$ cat config.mk
export PLATFORM = sky130hd
export DESIGN_NAME = approach_supervisor
export DESIGN_NICKNAME = d
export VERILOG_FILES = /design/src/rtl/apx_pkg.sv /design/src/rtl/apx_ctrl_word.sv /design/src/rtl/apx_level_detect.sv /design/src/rtl/apx_seq_fsm.sv /design/src/rtl/approach_supervisor.sv
export SDC_FILE = /design/constraint.sdc
export NUM_CORES = 1
export LEC_CHECK = 0
export BUFFER_PORTS_ARGS = -buffer_cell sky130_fd_sc_hd__buf_2
export CAP_MARGIN = 20
export CORE_MARGIN = 3
export CORE_UTILIZATION = 51
export CTS_CLUSTER_SIZE = 8
export DETAILED_ROUTE_END_ITERATION = 12
export PLACE_DENSITY = 0.86
export SYNTH_ARGS = -nofsm -noshare
export SYNTH_HDL_FRONTEND = slang
export SYNTH_SLANG_ARGS = --single-unit
export TNS_END_PERCENT = 20
$ cat constraint.sdc
create_clock -name clk -period 6.27 [get_ports clk]
set_clock_uncertainty 0.05 [all_clocks]
set_input_delay 0.3135 -clock clk [delete_from_list [all_inputs] [get_ports clk]]
set_output_delay 0.3135 -clock clk [all_outputs]
set_load 0.01 [all_outputs]
$ cat src/rtl/apx_pkg.sv
package apx_pkg;

    typedef enum logic [1:0] {
        ST_IDLE   = 2'd0,
        ST_SEEK   = 2'd1,
        ST_ARMED  = 2'd2,
        ST_LOCKED = 2'd3
    } apx_state_t;

endpackage

$ cat src/rtl/apx_ctrl_word.sv
module apx_ctrl_word #(
    parameter int GAIN_BITS = 3,
    localparam int CTRL_W   = GAIN_BITS + 7
) (
    input  logic                 clk,
    input  logic                 rst_n,
    input  logic                 wr,
    input  logic [CTRL_W-1:0]    wdata,
    output logic [GAIN_BITS-1:0] gain_code,
    output logic                 mode_q,
    output logic                 src_q,
    output logic                 hold_q,
    output logic                 loop_q,
    output logic                 byp_q,
    output logic                 dir_q,
    output logic                 loop_rise,
    output logic                 loop_off_wr,
    output logic                 step_req,
    output logic                 step_dir
);
    localparam int B_MODE  = GAIN_BITS;
    localparam int B_SRC   = GAIN_BITS + 1;
    localparam int B_HOLD  = GAIN_BITS + 2;
    localparam int B_LOOP  = GAIN_BITS + 3;
    localparam int B_BYP   = GAIN_BITS + 4;
    localparam int B_STEP  = GAIN_BITS + 5;
    localparam int B_DIR   = GAIN_BITS + 6;

    always_ff @(posedge clk) begin
        if (!rst_n) begin
            gain_code <= '0;
            mode_q    <= 1'b0;
            src_q     <= 1'b0;
            hold_q    <= 1'b0;
            loop_q    <= 1'b0;
            byp_q     <= 1'b0;
            dir_q     <= 1'b0;
        end else if (wr) begin
            gain_code <= wdata[GAIN_BITS-1:0];
            mode_q    <= wdata[B_MODE];
            src_q     <= wdata[B_SRC];
            hold_q    <= wdata[B_HOLD];
            loop_q    <= wdata[B_LOOP];
            byp_q     <= wdata[B_BYP];
            dir_q     <= wdata[B_DIR];
        end
    end

    always_comb begin
        loop_rise   = wr &&  wdata[B_LOOP] && !loop_q;
        loop_off_wr = wr && !wdata[B_LOOP];
        step_req    = wr &&  wdata[B_STEP];
        step_dir    = wdata[B_DIR];
    end

endmodule

$ cat src/rtl/apx_level_detect.sv
module apx_level_detect #(
    parameter int ADC_W = 16
) (
    input  logic              valid,
    input  logic [ADC_W-1:0]  sample,
    input  logic [ADC_W-1:0]  limit,
    output logic              hit
);
    localparam int MAG_W = ADC_W + 1;

    logic [MAG_W-1:0] ext;
    logic [MAG_W-1:0] mag;

    always_comb begin
        ext = {sample[ADC_W-1], sample};
        mag = sample[ADC_W-1] ? (~ext + MAG_W'(1)) : ext;
        hit = valid && (mag > {1'b0, limit});
    end

endmodule

$ cat src/rtl/apx_seq_fsm.sv
module apx_seq_fsm
    import apx_pkg::*;
(
    input  logic       clk,
    input  logic       rst_n,
    input  logic       loop_rise,
    input  logic       loop_off_wr,
    input  logic       step_req,
    input  logic       step_dir,
    input  logic       sample_valid,
    input  logic       hit,
    input  logic       walker_busy,
    output apx_state_t state_q,
    output logic       seeking,
    output logic       pulse_q
);
    apx_state_t state_d;
    logic       abort;
    logic       accept;
    logic       pend_q;

    always_comb begin
        seeking = (state_q == ST_SEEK) || (state_q == ST_ARMED);
        abort   = step_req && !step_dir;
        accept  = step_req && !(seeking && step_dir);
    end

    always_comb begin
        state_d = state_q;
        unique case (state_q)
            ST_IDLE: begin
                if (loop_rise && !abort) state_d = ST_SEEK;
            end
            ST_SEEK: begin
                if (abort)    state_d = ST_IDLE;
                else if (hit) state_d = ST_ARMED;
            end
            ST_ARMED: begin
                if (abort)             state_d = ST_IDLE;
                else if (sample_valid) state_d = hit ? ST_LOCKED : ST_SEEK;
            end
            ST_LOCKED: begin
                state_d = ST_LOCKED;
            end
            default: state_d = ST_IDLE;
        endcase
        if (loop_off_wr) state_d = ST_IDLE;
    end

    always_ff @(posedge clk) begin
        if (!rst_n) state_q <= ST_IDLE;
        else        state_q <= state_d;
    end

    always_ff @(posedge clk) begin
        if (!rst_n) begin
            pulse_q <= 1'b0;
            pend_q  <= 1'b0;
        end else begin
            pulse_q <= 1'b0;
            if (!walker_busy && !pulse_q) begin
                if (pend_q) begin
                    pulse_q <= 1'b1;
                    pend_q  <= 1'b0;
                end else if (state_d == ST_SEEK) begin
                    pulse_q <= 1'b1;
                end
            end
            if (accept) pend_q <= 1'b1;
        end
    end

endmodule

$ cat src/rtl/approach_supervisor.sv
module approach_supervisor
    import apx_pkg::*;
#(
    parameter int ADC_W     = 16,
    parameter int GAIN_BITS = 3,
    localparam int CTRL_W   = GAIN_BITS + 7,
    localparam int PGA_W    = 1 << GAIN_BITS
) (
    input  logic              clk,
    input  logic              rst_n,
    input  logic              ctrl_wr,
    input  logic [CTRL_W-1:0] ctrl_data,
    input  logic [ADC_W-1:0]  thresh,
    input  logic              adc_valid,
    input  logic [ADC_W-1:0]  adc_data,
    input  logic              walker_busy,
    output logic              walk_pulse,
    output logic              walk_dir,
    output logic              loop_en,
    output logic              loop_bypass,
    output logic              int_hold,
    output logic              mode_height,
    output logic              adc_sel,
    output logic [PGA_W-1:0]  pga_gain,
    output logic              approach_active,
    output logic              feedback_active
);
    logic [GAIN_BITS-1:0] gain_code;
    logic src_q, dir_q, loop_rise, loop_off_wr, step_req, step_dir;
    logic hit, seeking;
    apx_state_t state_q;

    apx_ctrl_word #(.GAIN_BITS(GAIN_BITS)) u_word (
        .clk        (clk),
        .rst_n      (rst_n),
        .wr         (ctrl_wr),
        .wdata      (ctrl_data),
        .gain_code  (gain_code),
        .mode_q     (mode_height),
        .src_q      (src_q),
        .hold_q     (int_hold),
        .loop_q     (loop_en),
        .byp_q      (loop_bypass),
        .dir_q      (dir_q),
        .loop_rise  (loop_rise),
        .loop_off_wr(loop_off_wr),
        .step_req   (step_req),
        .step_dir   (step_dir)
    );

    apx_level_detect #(.ADC_W(ADC_W)) u_level (
        .valid (adc_valid),
        .sample(adc_data),
        .limit (thresh),
        .hit   (hit)
    );

    apx_seq_fsm u_fsm (
        .clk         (clk),
        .rst_n       (rst_n),
        .loop_rise   (loop_rise),
        .loop_off_wr (loop_off_wr),
        .step_req    (step_req),
        .step_dir    (step_dir),
        .sample_valid(adc_valid),
        .hit         (hit),
        .walker_busy (walker_busy),
        .state_q     (state_q),
        .seeking     (seeking),
        .pulse_q     (walk_pulse)
    );

    always_comb begin
        walk_dir        = seeking ? 1'b1 : dir_q;
        adc_sel         = src_q && loop_en && !seeking;
        pga_gain        = PGA_W'(1) << gain_code;
        approach_active = seeking;
        feedback_active = (state_q == ST_LOCKED);
    end

endmodule

======== After elaboration in Yosys (flattened, before gate mapping) ========
Cells that the tools add are included.
operators by class
  add/subtract/negate cells ............... 1
  bitwise operators ....................... 1
  multiplexer cells ....................... 14
  shifts and indexed selects .............. 1
  reduce and logical (&&, ||, !) cells .... 24
  equal/unequal tests ..................... 4
  $lt $le $gt $ge ......................... 1
operators by type and width
  kind                                                               number
  17-bit by 1-bit adder with 17-bit output, second input constant    1
  17-bit by 16-bit > comparator with 1-bit output                    1
  17-bit two-way mux                                                 1
  17-bit inverter                                                    1
  2-bit two-way mux                                                  7
  1-bit logical AND                                                  12
  1-bit zero test                                                    8
  2-bit case mux with 4 select lines                                 1
  1-bit by 3-bit << shifter with 8-bit output, first input constant  1
  1-bit two-way mux                                                  5
  2-bit by 1-bit == test with 1-bit output, second input constant    2
  2-bit == test, second input constant                               2
  2-bit zero test                                                    1
  2-bit AND reduction                                                1
  2-bit nonzero test                                                 1
  1-bit logical OR                                                   1
word-level totals
  output and inout bits ................... 17
  bits of input ports ..................... 47
  bits in registers ....................... 13
  word-level logic and storage cells ...... 56

======== Longest topological paths before layout ========
  depth after elaboration ................. 13
  depth in mapped cells ................... 13
  gate-level depth less buffers ........... 13

======== Modules after synthesis ========
Synthesis repeated with hierarchy kept, for this count alone.
second synthesis, totals
  cell total of the unflattened synthesis .. 177
  area, all modules ....................... 1446.4 µm²
modules (own cells, without submodules)
  module               sequential area each (µm²)  times used  area each (µm²)  cells an instance
  apx_level_detect     0.0                         1           695.7            98
  apx_ctrl_word        180.2                       1           369.1            32
  apx_seq_fsm          80.1                        1           295.3            36
  approach_supervisor  0.0                         1           86.3             11

======== Worst setup path after synthesis ========
No wires, ideal clock.
  path type ............................... input-to-reg
  start point ............................. input port adc_data[8]
  end point ............................... register u_fsm.pulse_q
  arrival time ............................ 2.893 ns
  buffers on the path ..................... 0
  cell stages on the path ................. 13
  setup time .............................. 0.088 ns
  slack ................................... 3.239 ns
  required time ........................... 6.132 ns
  cells stage by stage .................... or4_4 nor3_2 nand3_1 o41ai_2 xnor2_1 ha_1 nand3_2 nor4_2 a41o_1 a31oi_1 o41ai_2 a21oi_1 nor4_2
between the ends
  cells in the longest elaborated chain, start to end .. 13
  elaborated cells between the ends (all ways) .. 15
  classes of those cells .................. 1 x add/sub; 1 x order compare; 1 x eq/ne; 10 x mux; 1 x bitwise; 1 x reduce/logical
RTL lines
  item                                                 line                       RTL
  from (decl)                                          approach_supervisor.sv:15  input logic [ADC_W-1:0] adc_data,
  17-bit inverter                                      apx_level_detect.sv:16     mag = sample[ADC_W-1] ? (~ext + MAG_W'(1)) : ext;
  17-bit by 1-bit adder with 17-bit output             apx_level_detect.sv:16
  17-bit two-way mux (*)                               apx_level_detect.sv:16
  17-bit by 16-bit > comparator with 1-bit output (*)  apx_level_detect.sv:17     hit = valid && (mag > {1'b0, limit});
  1-bit logical AND (*)                                apx_level_detect.sv:17
  2-bit two-way mux (2 in series)                      apx_seq_fsm.sv:40          else if (sample_valid) state_d = hit ? ST_LOCKED : ST_SEEK;
  2-bit two-way mux                                    apx_seq_fsm.sv:39          if (abort) state_d = ST_IDLE;
  2-bit case mux with 4 select lines (*)               apx_seq_fsm.sv:30          unique case (state_q)
  2-bit two-way mux (*)                                apx_seq_fsm.sv:47          if (loop_off_wr) state_d = ST_IDLE;
  2-bit by 1-bit == test with 1-bit output (*)         apx_seq_fsm.sv:65          end else if (state_d == ST_SEEK) begin
  1-bit two-way mux (*)                                apx_seq_fsm.sv:65
  1-bit two-way mux (*)                                apx_seq_fsm.sv:62          if (pend_q) begin
  to (signal assigned)                                 apx_seq_fsm.sv:60          pulse_q <= 1'b0;
  to (signal assigned)                                 apx_seq_fsm.sv:63          pulse_q <= 1'b1;
  to (signal assigned)                                 apx_seq_fsm.sv:66          pulse_q <= 1'b1;
  to (decl)                                            apx_seq_fsm.sv:15          output logic pulse_q
Mark *: on every way between the ends. The rest lies on a longest branch, timed or not.
A chain may end at the register's enable or synchronous reset.

======== Final worst setup path ========
Ends and elaborated chain as after synthesis.

==> flow_summary.ini <==
[status]
status = finished clean

[final_layout]
multiInputGateArea_um2 = 1040
layout-drive-gt1-share_pct = 30.6
reg_top3 = u_word.gain_code: 3 flops, u_fsm.state_q: 2 flops
largest_register_ffs = 3
area_growth_pct = 25.4
regMostFlops = u_word.gain_code
instances_no_fill = 272
nets = 311
fill_cells = 217
mostFrequentLayoutCells = buf_2 (63), inv_1 (21), ha_1 (21), nor2_1 (16), nand2_1 (15)
seqCellArea_um2 = 260
final_common_cell = buf_2
num_antenna_cells = 0

[clocking]
root_buffer = clkbuf_4
cts_tree = yes
post-cts-setup-buffers = 0
clockBufferDepth = 2
ctsResizeCount = 0
clk_latency_ns = 0.28
cts.sinks = 13
cts.clk_slew.worst_paths_ns = 0.08
hold_buffers = 0
numCtsBuffers = 3
cts.htree.levels = 1

[floorplan]
die_area_um2 = 3420
start_util_pct = 55.2
die_x_um = 58.5
ios = 64
die_height_um = 58.5
core_um2 = 2540
rows = 18

[pwr]
ir_worst_vdd_uv = 187
p_per_area_nw_per_um2 = 174
leakagePower_nw = 0.931

[worst_setup_path]
worst-path-buf-inv = 1
critPathMostFrequentCell = nor4_2
crit_path_start_kind = input pin
crit_arrival_ns = 3.25
critPathMaxStageDelay_ns = 0.55
cp-end-kind = flip-flop
critPathKind = input pin to flip-flop
cp_max_fo = 4
path_cells = buf_2 -> or4_4 -> nor3_2 -> nand3_1 -> o31ai_1 -> xnor2_1 -> ha_1 -> nand3_2 -> nor4_2 -> a41o_1 -> a31oi_1 -> o41ai_2 -> a21oi_1 -> nor4_2
worstPathRequired_ns = 6.41
critical-path-top-delay-family = simple AND/OR/NAND/NOR gates
slowest_stage = or4_4

[timing]
fin_crit_sh_pct = 49.7
drv_slew = 0
timing.fmax_mhz = 321
fin_setup_tns_ns = 0
grt_setup_unrepaired = false
worst_pin_slew_ns = 0.437
slew_headroom_pct = 70.6
finalSetupViolCount = 0
hold_viol = 0
period_needed_ns = 3.11

[global_routing]
grt_max_degree = 17
antenna_found_initial = 0
grt_usage_pct = 19.8
grt_pass1_wl_mm = 5.44
grt_pass1_vias = 1306
grt_overflow_total = 0

[synth]
yosys_most_used_dff = dfxtp_1
synth.largest_area_cell = ha_1
yosysWarnings = 0
yosysUniqueCellTypes = 37
synth_edf_count = 0
synth_area_um2 = 1410
yosys_register_bits = 13
synth.top_cell.area_share_pct = 18.7
synth_area_per_cell_um2 = 7.76
yosysSeqAreaShare_pct = 18.5
synthCells = 181
yosys-top-cells-area = ha_1 (19%), dfxtp_1 (19%), xnor2_1 (8.1%), mux2i_1 (5.7%), inv_1 (5.6%)
syn-num-nets = 249
ys_async_sr_fraction_pct = 0

[route]
wl_per_cell_um = 12.0
drtIter0Drc = 34
first_pass_iters = 4
drc = 0
vias_per_cell = 5.35
vias = 1456
ant_nets = 0
wl_mm = 3.27

[placement]
dp.cells = 268
dp_hpwl_mm = 2.72
gp_congestion = 0.824
port_buffers = 63

[worst_hold_path]
holdCritPathClass = input pin to flip-flop

[run]
maxCapViolations = 0
==> kinds of logic after synthesis <==
family	Yosys count	share of synthesized area, %
and+or+nand+nor	63	24.5
DFF	13	18.5
buffers and inverters	27	7.21
xor gates and xnor gates	13	8.10
AOI/OAI and AO/OA	36	17.3
adders and majority gates	21	18.7
muxes	8	5.70
==> path summary, 6_finish.rpt <==
kind	endpoint	slack [ns]	startpoint	cells after the start
max reg2reg	u_fsm.pulse_q	4.58	u_fsm.state_q[0]	7
min reg2reg	u_fsm.pulse_q	0.43	u_fsm.pulse_q	1
min	u_fsm.pulse_q	0.17	walker_busy	2
max	u_fsm.pulse_q	3.16	adc_data[8]	14
==> metal layers <==
layer  vias to the layer above  GRT usage, %  wire (um)
met4                         0          5.96         26
li1                        759             -          -
met3                         4          2.41        213
met1                       641          24.6       1450
met5                         -             0          0
met2                        52          35.2       1580
==> per-stage QoR <==
step	total power [W]	worst slack, ns	instance area, um^2	hold slack, ns	utilization (%)
after floorplan	0.000207	3.24	1410	0.337	-
after global placement	0.000252	3.00	1740	0.402	68.2
after detailed placement	0.000254	2.88	1740	0.403	68.2
after CTS	0.000308	3.17	1760	0.165	69.2
after global routing	0.000336	2.95	1760	0.151	69.2
final	0.000306	3.16	1760	0.169	69.2
==> worst reg2reg max path: cells and delay by family (launching register included) <==
kind	cells	cell delay, ns
compound gates	4	0.68
fa+ha+maj	1	0.22
buf+inv	1	0.11
flops	1	0.42
simple gates	1	0.13
==> final cells by class <==
cell class                 count  area share [%]
timing repair buffer          63            17.9
tap                           30            2.13
multi-input combinational    141            59.2
sequential                    13            14.8
inverter                      21            4.47
clock buffer                   4            1.49
==> cell usage after synthesis (3+ instances only) <==
cell type	count
ha_1	21
inv_1	21
nor2_1	16
nand2_1	15
dfxtp_1	13
xnor2_1	13
a21oi_1	10
o21ai_0	10
mux2i_1	8
clkbuf_1	5
nor3_1	5
nand3_1	4
o31ai_1	4
nand2b_1	3
nand4_1	3
nor3b_1	3
==> power by group <==
part,leakage [nW],internal (W),total (W),switching [W]
clock,0.0150,0.0000247,0.0000524,0.0000277
combinational,0.809,0.0000727,0.000153,0.0000802
sequential,0.107,0.0000917,0.000101,0.00000921
total,0.931,0.000189,0.000306,0.000117
Note: power is estimated with default switching activity, not from simulation.
